==> src/rtl/xlat_pkg.sv <==
package xlat_pkg;
  localparam int VA_W  = 32;
  localparam int OFF_W = 12;
  localparam int VPN_W = VA_W - OFF_W;
  localparam int PA_W  = 30;
  localparam int PPN_W = PA_W - OFF_W;

  typedef enum logic [1:0] {
    ACC_READ  = 2'b00,
    ACC_WRITE = 2'b01,
    ACC_FETCH = 2'b10,
    ACC_ALT   = 2'b11
  } acc_e;

  // permission bits: [2] read, [1] write, [0] fetch
  function automatic logic perm_ok(input logic [2:0] perm, input logic [1:0] acc,
                                   input logic sup);
    logic need;
    case (acc_e'(acc))
      ACC_WRITE: need = perm[1];
      ACC_FETCH: need = perm[0];
      default:   need = perm[2];
    endcase
    return sup | need;
  endfunction

  function automatic logic [PA_W-1:0] make_pa(input logic [PPN_W-1:0] ppn,
                                              input logic [VA_W-1:0] va);
    return {ppn, va[OFF_W-1:0]};
  endfunction
endpackage

==> src/rtl/xlat_match.sv <==
module xlat_match
  import xlat_pkg::*;
#(
  parameter int N     = 16,
  parameter int PID_W = 8,
  localparam int IDX_W = $clog2(N)
) (
  input  logic                       clk,
  input  logic                       rst_n,
  input  logic [N-1:0]               valid_vec,
  input  logic [N-1:0][VPN_W-1:0]    tags,
  input  logic [N-1:0][PID_W-1:0]    pids,
  input  logic [VPN_W-1:0]           key_vpn,
  input  logic [PID_W-1:0]           key_pid,
  output logic                       hit_any,
  output logic [IDX_W-1:0]           hit_idx
);
  logic [N-1:0] hit_vec;

  for (genvar g = 0; g < N; g++) begin : g_cmp
    assign hit_vec[g] = valid_vec[g] && (tags[g] == key_vpn) && (pids[g] == key_pid);
  end

  always_comb begin
    hit_idx = '0;
    for (int i = 0; i < N; i++)
      if (hit_vec[i]) hit_idx = IDX_W'(i);
  end

  assign hit_any = |hit_vec;

  // at most one entry matches any key: refills overwrite duplicates
  assert_unique_match_R8: assert property (@(posedge clk) disable iff (!rst_n)
    $onehot0(hit_vec));
endmodule

==> src/rtl/xlat_victim.sv <==
module xlat_victim #(
  parameter int N      = 16,
  parameter int LFSR_W = 16,
  parameter logic [LFSR_W-1:0] SEED = 16'hACE1,
  localparam int IDX_W = $clog2(N)
) (
  input  logic             clk,
  input  logic             rst_n,
  input  logic [N-1:0]     valid_vec,
  input  logic             dup_any,
  input  logic [IDX_W-1:0] dup_idx,
  output logic [IDX_W-1:0] victim
);
  logic [LFSR_W-1:0] lfsr_q;
  logic              fb;
  logic              have_free;
  logic [IDX_W-1:0]  free_idx;
  logic [IDX_W-1:0]  rand_idx;

  assign fb = lfsr_q[LFSR_W-1] ^ lfsr_q[LFSR_W-3] ^ lfsr_q[LFSR_W-4] ^ lfsr_q[LFSR_W-6];

  always_ff @(posedge clk or negedge rst_n)
    if (!rst_n) lfsr_q <= SEED;
    else        lfsr_q <= {lfsr_q[LFSR_W-2:0], fb};

  always_comb begin
    have_free = 1'b0;
    free_idx  = '0;
    for (int i = N - 1; i >= 0; i--)
      if (!valid_vec[i]) begin
        have_free = 1'b1;
        free_idx  = IDX_W'(i);
      end
  end

  assign rand_idx = IDX_W'(lfsr_q % LFSR_W'(N));

  always_comb begin
    if (dup_any)        victim = dup_idx;
    else if (have_free) victim = free_idx;
    else                victim = rand_idx;
  end

  assert_victim_range_R9: assert property (@(posedge clk) disable iff (!rst_n)
    32'(victim) < N);
  assert_lfsr_alive_R9: assert property (@(posedge clk) disable iff (!rst_n)
    lfsr_q != '0);
  assert_free_first_R9: assert property (@(posedge clk) disable iff (!rst_n)
    (!dup_any && !(&valid_vec)) |-> !valid_vec[victim]);
endmodule

==> src/rtl/xlat_buffer.sv <==
module xlat_buffer
  import xlat_pkg::*;
#(
  parameter int N     = 16,
  parameter int PID_W = 8,
  localparam int IDX_W = $clog2(N)
) (
  input  logic              clk,
  input  logic              rst_n,
  input  logic              lk_valid,
  input  logic [VA_W-1:0]   lk_vaddr,
  input  logic [PID_W-1:0]  lk_pid,
  input  logic [1:0]        lk_acc,
  input  logic              lk_super,
  input  logic              rf_valid,
  input  logic [VPN_W-1:0]  rf_vpn,
  input  logic [PID_W-1:0]  rf_pid,
  input  logic [PPN_W-1:0]  rf_ppn,
  input  logic [2:0]        rf_perm,
  input  logic              fl_all,
  input  logic              fl_pid_valid,
  input  logic [PID_W-1:0]  fl_pid,
  output logic              rs_valid,
  output logic              rs_hit,
  output logic              rs_miss,
  output logic              rs_fault,
  output logic [PA_W-1:0]   rs_paddr,
  output logic              rs_dirty,
  output logic              rs_ref
);
  logic [N-1:0]              valid_q, dirty_q, ref_q;
  logic [N-1:0][VPN_W-1:0]   tag_q;
  logic [N-1:0][PID_W-1:0]   pid_q;
  logic [N-1:0][2:0]         perm_q;
  logic [N-1:0][PPN_W-1:0]   ppn_q;

  // lookup events
  logic             m_hit;
  logic [IDX_W-1:0] m_idx;
  logic             lk_pass, lk_grant, lk_deny, lk_is_write;

  // refill events
  logic             dup_any, rf_go;
  logic [IDX_W-1:0] dup_idx, vic_idx;

  xlat_match #(.N(N), .PID_W(PID_W)) i_look_match (
    .clk, .rst_n, .valid_vec(valid_q), .tags(tag_q), .pids(pid_q),
    .key_vpn(lk_vaddr[VA_W-1:OFF_W]), .key_pid(lk_pid),
    .hit_any(m_hit), .hit_idx(m_idx));

  xlat_match #(.N(N), .PID_W(PID_W)) i_fill_match (
    .clk, .rst_n, .valid_vec(valid_q), .tags(tag_q), .pids(pid_q),
    .key_vpn(rf_vpn), .key_pid(rf_pid),
    .hit_any(dup_any), .hit_idx(dup_idx));

  xlat_victim #(.N(N)) i_victim (
    .clk, .rst_n, .valid_vec(valid_q), .dup_any, .dup_idx, .victim(vic_idx));

  assign lk_pass     = perm_ok(perm_q[m_idx], lk_acc, lk_super);
  assign lk_grant    = lk_valid && m_hit && lk_pass;
  assign lk_deny     = lk_valid && m_hit && !lk_pass;
  assign lk_is_write = (acc_e'(lk_acc) == ACC_WRITE);
  assign rf_go       = rf_valid && !fl_all && !fl_pid_valid;

  // entry state
  always_ff @(posedge clk or negedge rst_n) begin
    if (!rst_n) begin
      valid_q <= '0;
      dirty_q <= '0;
      ref_q   <= '0;
      tag_q   <= '0;
      pid_q   <= '0;
      perm_q  <= '0;
      ppn_q   <= '0;
    end else begin
      if (lk_grant) begin
        ref_q[m_idx] <= 1'b1;
        if (lk_is_write) dirty_q[m_idx] <= 1'b1;
      end
      if (rf_go) begin
        valid_q[vic_idx] <= 1'b1;
        dirty_q[vic_idx] <= 1'b0;
        ref_q[vic_idx]   <= 1'b0;
        tag_q[vic_idx]   <= rf_vpn;
        pid_q[vic_idx]   <= rf_pid;
        perm_q[vic_idx]  <= rf_perm;
        ppn_q[vic_idx]   <= rf_ppn;
      end
      if (fl_all) valid_q <= '0;
      else if (fl_pid_valid) begin
        for (int i = 0; i < N; i++)
          if (pid_q[i] == fl_pid) valid_q[i] <= 1'b0;
      end
    end
  end

  // result register
  always_ff @(posedge clk or negedge rst_n) begin
    if (!rst_n) begin
      rs_valid <= 1'b0;
      rs_hit   <= 1'b0;
      rs_miss  <= 1'b0;
      rs_fault <= 1'b0;
      rs_paddr <= '0;
      rs_dirty <= 1'b0;
      rs_ref   <= 1'b0;
    end else begin
      rs_valid <= lk_valid;
      rs_hit   <= lk_grant;
      rs_miss  <= lk_valid && !m_hit;
      rs_fault <= lk_deny;
      rs_paddr <= lk_grant ? make_pa(ppn_q[m_idx], lk_vaddr) : '0;
      rs_dirty <= lk_valid && m_hit && dirty_q[m_idx];
      rs_ref   <= lk_valid && m_hit && ref_q[m_idx];
    end
  end

  assert_one_outcome_R2: assert property (@(posedge clk) disable iff (!rst_n)
    rs_valid |-> $countones({rs_hit, rs_miss, rs_fault}) == 1);
  assert_quiet_idle_R2: assert property (@(posedge clk) disable iff (!rst_n)
    !rs_valid |-> !(rs_hit || rs_miss || rs_fault));
  assert_latency_R2: assert property (@(posedge clk) disable iff (!rst_n)
    lk_valid |=> rs_valid);
  assert_offset_pass_R1: assert property (@(posedge clk) disable iff (!rst_n)
    lk_grant |=> rs_paddr[OFF_W-1:0] == $past(lk_vaddr[OFF_W-1:0]));
  assert_fault_zero_R4: assert property (@(posedge clk) disable iff (!rst_n)
    (rs_fault || rs_miss) |-> rs_paddr == '0);
  assert_dirty_set_R6: assert property (@(posedge clk) disable iff (!rst_n)
    (lk_grant && lk_is_write && !(rf_go && vic_idx == m_idx)) |=> dirty_q[$past(m_idx)]);
  assert_flush_all_R10: assert property (@(posedge clk) disable iff (!rst_n)
    fl_all |=> valid_q == '0);
  assert_fill_lands_R8: assert property (@(posedge clk) disable iff (!rst_n)
    (rf_go && !(fl_all || fl_pid_valid)) |=> valid_q[$past(vic_idx)] && !dirty_q[$past(vic_idx)]);
endmodule

==> config.mk <==
export PLATFORM = sky130hd
export DESIGN_NAME = xlat_buffer
export DESIGN_NICKNAME = d
export VERILOG_FILES = /design/src/rtl/xlat_pkg.sv /design/src/rtl/xlat_match.sv /design/src/rtl/xlat_victim.sv /design/src/rtl/xlat_buffer.sv
export SDC_FILE = /design/constraint.sdc
export NUM_CORES = 2
export LEC_CHECK = 0
export BUFFER_PORTS_ARGS = -buffer_cell sky130_fd_sc_hd__buf_2
export CAP_MARGIN = 20
export CELL_PAD_IN_SITES_DETAIL_PLACEMENT = 0
export CELL_PAD_IN_SITES_GLOBAL_PLACEMENT = 1
export CORE_MARGIN = 1.5
export CORE_UTILIZATION = 47
export CTS_BUF_LIST = sky130_fd_sc_hd__clkbuf_16
export CTS_CLUSTER_DIAMETER = 30
export DETAILED_ROUTE_END_ITERATION = 10
export MAX_ROUTING_LAYER = met4
export PLACE_DENSITY_LB_ADDON = 0.1
export SLEW_MARGIN = 20
export SYNTH_ARGS = -nofsm -noshare
export SYNTH_HDL_FRONTEND = slang
export SYNTH_SLANG_ARGS = --single-unit
==> constraint.sdc <==
create_clock -name clk -period 5.1 [get_ports clk]
set_input_delay 0.255 -clock clk [delete_from_list [all_inputs] [get_ports clk]]
set_output_delay 0.255 -clock clk [all_outputs]
set_load 0.005 [all_outputs]
* After elaboration in Yosys (flattened, before gate mapping)
Cells that the tools add are included.
Word-level totals: flip-flop bits (word level) 884, bits in latches 0, RAM bits 0, memory bits (read-only) 0, memories kept 0
Operators by class: $add $sub $neg 0, multipliers 0, div/mod/pow operators 0, $lt $le $gt $ge 4, eq/ne operators 82, shifts and indexed selects 0, muxes and demuxes 114, bitwise logic cells 10, reduce and logical (&&, ||, !) cells 80
Operator list (count):
- == test 20 bit | 32
- == test 8 bit | 48
- bitwise mux 320 bit | 1
- bitwise mux 288 bit | 1
- two-way mux 4 bit | 34
- bitwise mux 128 bit | 1
- two-way mux 16 bit | 8
- demux 20 bit (select 4 bit) | 1
- logical AND 1 bit | 74
- binary-select mux 18 bit (select 4 bit) | 1
- demux 18 bit (select 4 bit) | 1
- bitwise mux 48 bit | 1
- OR 16 bit | 3
- two-way mux 1 bit | 38
- two-way mux 18 bit | 2
- bitwise AND 16 bit | 2
- demux 8 bit (select 4 bit) | 1
- OR reduction 16 bit | 2
- two-way mux 3 bit | 10
- two-way mux 30 bit | 1
- two-way mux 20 bit | 1
- NOT 16 bit | 1
- binary-select mux 3 bit (select 4 bit) | 1
- demux 3 bit (select 4 bit) | 1
- 12 further kinds | 24

* Logic depth before layout (Yosys ltp)
depth after elaboration 28, mapped depth 18, gate-level depth less buffers 13

* Cells and area by module
From an unflattened synthesis, not the netlist that was laid out.
Second synthesis, totals: cell total of the unflattened synthesis 4326, area, all modules 48627.9 sq um
Modules (own cells, without submodules):
- xlat_buffer | instances 1, cells each 2884, area each 37063.0 sq um
- xlat_match | instances 2, cells each 691, area each 5432.7 sq um
- xlat_victim | instances 1, cells each 60, area each 699.4 sq um

* Worst setup path after synthesis
OpenSTA, ideal clock, no wires.
kind flip-flop to flip-flop, start point register pid_q[19] (netlist name), end point register ref_q[14], library setup time 0.119 ns, data arrival time 3.393 ns, data required time 4.981 ns, slack 1.588 ns, stages on the path, launching flop included 17, buffers on the path 3, cells stage by stage dfrtp_1 > xnor2_1 > nand4_1 > or4_1 > or2_1 > a211oi_2 > o311ai_1 > and2_4 > a211o_4 > buf_6 > o22ai_2 > a21oi_1 > o2111a_1 > buf_6 > buf_6 > o2111a_1 > o21a_1
Between the ends: longest elaborated chain between the ends 24, elaborated cells between the ends (all ways) 56, classes of those cells order compare (4); eq/ne (2); mux (38); bitwise (4); reduce/logical (8)
RTL lines:
- from (decl) | RTL line xlat_buffer.sv:33 | logic [N-1:0][PID_W-1:0] pid_q;
- from (signal, indexed assignment) | RTL line xlat_buffer.sv:85 | pid_q[vic_idx] <= rf_pid;
- == test 8 bit | RTL line xlat_match.sv:21 | assign hit_vec[g] = valid_vec[g] && (tags[g] == key_vpn) && (pids[g] == key_pid);
- logical AND 1 bit | RTL line xlat_match.sv:21
- two-way mux 2 bit (2 in a row) | RTL line xlat_match.sv:27 | if (hit_vec[i]) hit_idx = IDX_W'(i);
- two-way mux 3 bit (4 in a row) | RTL line xlat_match.sv:27
- two-way mux 4 bit (8 in a row) | RTL line xlat_match.sv:27
- less-than comparator 4 x 5 -> 1 bit (implied by the code), or another cell as far along | RTL line xlat_buffer.sv:77 | ref_q[m_idx] <= 1'b1;
- logical AND 1 bit (implied by the code), or another cell as far along | RTL line xlat_buffer.sv:77
- two-way mux 1 bit (implied by the code), or another cell as far along | RTL line xlat_buffer.sv:77
- demux 1 bit (select 4 bit), or another cell as far along | RTL line xlat_buffer.sv:77
- OR 16 bit (no line), or another cell as far along
- two-way mux 16 bit / NOT 16 bit (equally long branches)
- bitwise AND 16 bit (no line)
- two-way mux 16 bit * | RTL line xlat_buffer.sv:80 | if (rf_go) begin
- to (signal assigned) | RTL line xlat_buffer.sv:70 | ref_q <= '0;
- to (signal, indexed assignment) | RTL line xlat_buffer.sv:77
- to (signal, indexed assignment) | RTL line xlat_buffer.sv:83 | ref_q[vic_idx] <= 1'b0;
- to (decl) | RTL line xlat_buffer.sv:31 | logic [N-1:0] valid_q, dirty_q, ref_q;
Every way passes the cells marked *; elsewhere a longest branch is shown, timed or not. The select of a mux whose other input is x is not followed. A chain may end at the register's enable or synchronous reset.

* Worst setup path after layout
start point register pid_q[37] (netlist name), end point register rs_paddr[25]
Between the ends: longest elaborated chain between the ends 20, elaborated cells between the ends (all ways) 24, classes of those cells eq/ne (1); mux (18); bitwise (1); reduce/logical (4)
RTL lines:
- == test 8 bit * | RTL line xlat_match.sv:21
- logical AND 1 bit * | RTL line xlat_match.sv:21
- two-way mux 3 bit (4 in a row) | RTL line xlat_match.sv:27
- two-way mux 4 bit (8 in a row) | RTL line xlat_match.sv:27
- binary-select mux 3 bit (select 4 bit) | RTL line xlat_buffer.sv:59 | assign lk_pass = perm_ok(perm_q[m_idx], lk_acc, lk_super);
- two-way mux 3 bit (implied by the code) | RTL line xlat_buffer.sv:59
- one-hot mux 1 bit (2 select lines) | RTL line xlat_pkg.sv:19 | case (acc_e'(acc))
- OR 1 bit | RTL line xlat_pkg.sv:24 | return sup | need;
- logical AND 1 bit | RTL line xlat_buffer.sv:60 | assign lk_grant = lk_valid && m_hit && lk_pass;
- two-way mux 30 bit * | RTL line xlat_buffer.sv:112 | rs_paddr <= lk_grant ? make_pa(ppn_q[m_idx], lk_vaddr) : '0;
- to (signal assigned) | RTL line xlat_buffer.sv:112
- to (decl) | RTL line xlat_buffer.sv:27 | output logic [PA_W-1:0] rs_paddr,
Marked as above.

==> results.md <==
* GR Overflow Total at 0
* Minimum period implied by the final worst setup slack at 4630 ps
* Slowest Stage Delay on Critical Path at 830 ps
* Synth Instances at 4387
* Via count at 37700
* Crit path cell chain: xnor2_1 > nand4_1 > nor4_1 > and4_1 > a21boi_0 > buf_4 > a211oi_1 > nor2_4 > mux2i_1 > o311ai_0 > a21oi_1 > nand4_1 > buf_12 > o211ai_4 > buf_12 > nor2_1
* Initial antenna violation count at 2
* Clock buffer count from CTS at 229
* Post-Synth Simple-Gate Area at 0.0924
* CTS sink count at 884
* Share of Yosys cell area claimed by the top area cell type at 0.436
* CTS resizes at 0
* Syn-to-layout area delta at 23.5%
* Final max-slew violation count at 0
* Complex-gate fraction of the synthesized area at 0.0515
* Count of pins on the block boundary at about 140
* Max Fanout on Critical Path at 34
* Sum of negative setup slack at 0 ps
* Total half-perimeter wirelength after legalization and detailed placement at around 130 mm
* Post-synthesis cell type count at 82
* Worst R2R Setup Slack at 470 ps
* Via count of the first global-routing pass at between 30000 and 40000
* Quantity of I/O buffers inserted on ports at 141
* Synth top area cells: dfrtp_1 44%, mux2_2 17%, xnor2_1 9.8%
* Remaining number of nets flagged by the antenna check after routing at 0
* Core area at 106000 µm²
* DP Area at 53700 µm²
* Router iterations before antenna repair at 5
* Lkg Pwr at ~29 nW
* Sequential fraction of the synthesis area at 0.440
* Max-Slew Margin vs Limit at 0.277
* Delay-heaviest family, CP: compound AO/OA/AOI/OAI gates
* H-tree depth at 4
* Vias per std cell at 5.99
* Total power per unit cell area at 387 nW/µm²
* Signal arrival time at the worst endpoint at 5320 ps
* Share of the clock period used by the worst path at 0.908
* First DRT Iteration DRCs at between 3000 and 4000
* Row cnt at 119
* Detail-routed net length per standard cell at 30.3 µm
* Starting Density at 0.475
* GP Congestion at 0.970
* Global-route usage over all layers at 0.363
* Clock skew at 48.0 ps
* Wire length of the first global-routing pass at 275 mm
* Adder-cell area share of the yosys netlist at 0.000498
* Setup WS post-layout at 467 ps
* Layout cells sized above 1 at 0.322
* Result of the run: finished, final reports clean
* Clock insertion delay at the later pin of the skew report at around 830 ps
* Area of the mapped netlist at 50200 µm²
* Kind of start point of the critical path: flip-flop
* Floorplan die width at 330 µm
* CTS tree: built
* Critical path start-end classification: reg2reg
* Buffer and inverter count on the worst path at 3
* Achievable frequency at 216 MHz
* Slowest CP cell: a211oi_1
* Fraction of synthesis flops using an asynchronous set or reset pin at 1.00
* Setup repair after global routing missed its margin: false
* Count of flip-flops with a built-in enable after synthesis at 0
* Worst hold path type: in2reg
* Mux contribution to synthesized area at 0.191
* Root buffer selected by CTS: clkbuf_16
* Yosys reg bits at 884
* Worst ir drop on vdd at 330 µV
* Post-Synth XOR/XNOR Area at 0.179
* WP data required at 5780 ps
* Post-route total power at between 20 and 25 mW
* Placement Setup Slack at 202 ps
* Cell taking the most area after synthesis: dfrtp_1
* Area enclosed by the die boundary at between 100000 and 150000 µm²
* Most used DFF post-synth: dfrtp_1
* Post-route cell area at between 60000 and 70000 µm²
* Count of unresolved DRC violations after routing at 0
* Slew at the pin closest to its max-slew limit at 1080 ps
* Largest net degree at the start of global routing at 126
* Number of buffers between clock root and the deepest sink at 3
* Count of max-cap constraint violations at 0
* Total Nets Final at 4814
* Vertical extent of the die at 330 µm
* Largest family of logic cells by synthesized area: multiplexers
* Final hold violation count at 0
* Type of element capturing the critical path: flip-flop
* Average instance area after synthesis at 11.5 µm²
* Final setup fails at 0
* Total number of yosys warnings at 0
* Final wirelength at 191 mm
* Post-synthesis net count at 4495
* Clock transition at the registers of the reported paths at about 40 ps
-- metrics by stage --
stage               instances  hold slack [ps]  utilization
floorplan                4387            -40.6            -
global placement         5824              335        0.508
detailed placement       5824              341        0.508
CTS                      6299             2.84        0.587
global route             6300             38.0        0.587
finish                   6301             46.1        0.587
-- area by class of cell --
class / instances / area [µm²]
clock inverters: 203 / 2110
diodes: 2 / 5.00
flip-flops and latches: 884 / 22100
multi-input cells: 3065 / 26000
repair buffers: 453 / 3990
inverters: 73 / 274
clock buffers: 230 / 5760
fillers: 8910 / 43700
well taps: 1391 / 1740
-- layer usage --
layer,wire (µm),global-route usage,up-vias
met1,86900,0.509,19600
met3,14000,0.0680,357
met2,83700,0.525,1462
met4,6230,0.122,0
met5,0,-,-
li1,-,-,16300
-- where the power goes --
group	internal [mW]	switching (mW)
Sequential	7.23	0.215
Clock	9.80	4.72
Combinational	0.769	1.25
-- worst reg2reg max path, stage by stage (launching register included) --
cell and delay, ps:
dfrtp_1 430, xnor2_1 330, nand4_1 150, nor4_1 340
and4_1 400, a21boi_0 130, buf_4 160, a211oi_1 830
nor2_4 270, mux2i_1 320, o311ai_0 150, a21oi_1 180
nand4_1 180, buf_12 220, o211ai_4 140, buf_12 220
nor2_1 80
-- logic make-up after synthesis --
kind of cell,after synthesis
flip-flops,884
adder cells (fa/ha/maj),2
XOR/XNOR,1019
AND/OR/NAND/NOR,834
AO/OA/AOI/OAI,347
buffers and inverters,438
multiplexers,863
-- cell usage in the layout, fill, tap and decap left out, drive strengths merged, types with 68 or more instances in the layout --
cell type,instances
a21oi,68
buf,411
clkbuf,230
clkinv,96
dfrtp,876
inv,123
mux2,784
mux2i,79
nand2,163
nand4,211
nor2,69
nor4,167
xnor2,570
xor2,449
-- state kept, by name, summed over array words and instances, names as in the netlist --
register,count
rs_hit,1
rs_dirty,1
rs_fault,1
perm_q,48
i_victim.lfsr_q,16
rs_paddr,30
ppn_q,288
pid_q,128
rs_ref,1
valid_q,16
rs_valid,1
dirty_q,16
tag_q,320
ref_q,16
rs_miss,1
-- Yosys cell counts (7+ instances only) --
master     count
mux2_2       745
xnor2_2       10
nor4_1       163
nand4_1      211
buf_4         25
a211oi_1      18
and4_1        10
a21o_1        10
buf_2        186
a21oi_1       68
o21ai_0       22
o2111ai_1     26
or2_2          8
o211ai_1       9
xor2_1       449
a31oi_1       11
inv_1         73
nor2_1        69
o22a_1        19
mux2_1        39
nand2_1      162
and3_1         9
nor2b_1       13
nand2b_1      22
nor3b_1        9
dfstp_2        8
clkbuf_1      92
and2_1        13
a22oi_1       27
xnor2_1      560
mux2i_1       79
o22ai_1        7
dfrtp_1      876
buf_1         26
o21a_1        11
o21ai_1        8
or3_1         10
buf_6         36
or4_1          7
nand3_1       63
nor3_1        41
o221ai_1      56
-- final timing paths --
path | startpoint | endpoint | cells after the start
worst min-delay path | rf_vpn[7] | tag_q[147] | 2
max in group asynchronous | rst_n | ppn_q[183] | 3
min in group asynchronous | rst_n | tag_q[40] | 2
worst min register to register | i_victim.lfsr_q[4] | i_victim.lfsr_q[5] | 0
worst max register to register | pid_q[37] | rs_paddr[25] | 16
worst max-delay path | pid_q[37] | rs_paddr[25] | 16
-- repair_timing --
action,in CTS,in global routing
setup endpoints to repair,0,0
hold buffers,42,0
setup buffers,0,0
endpoints found under the hold margin,455,0
(Power assumes the default switching activity.)
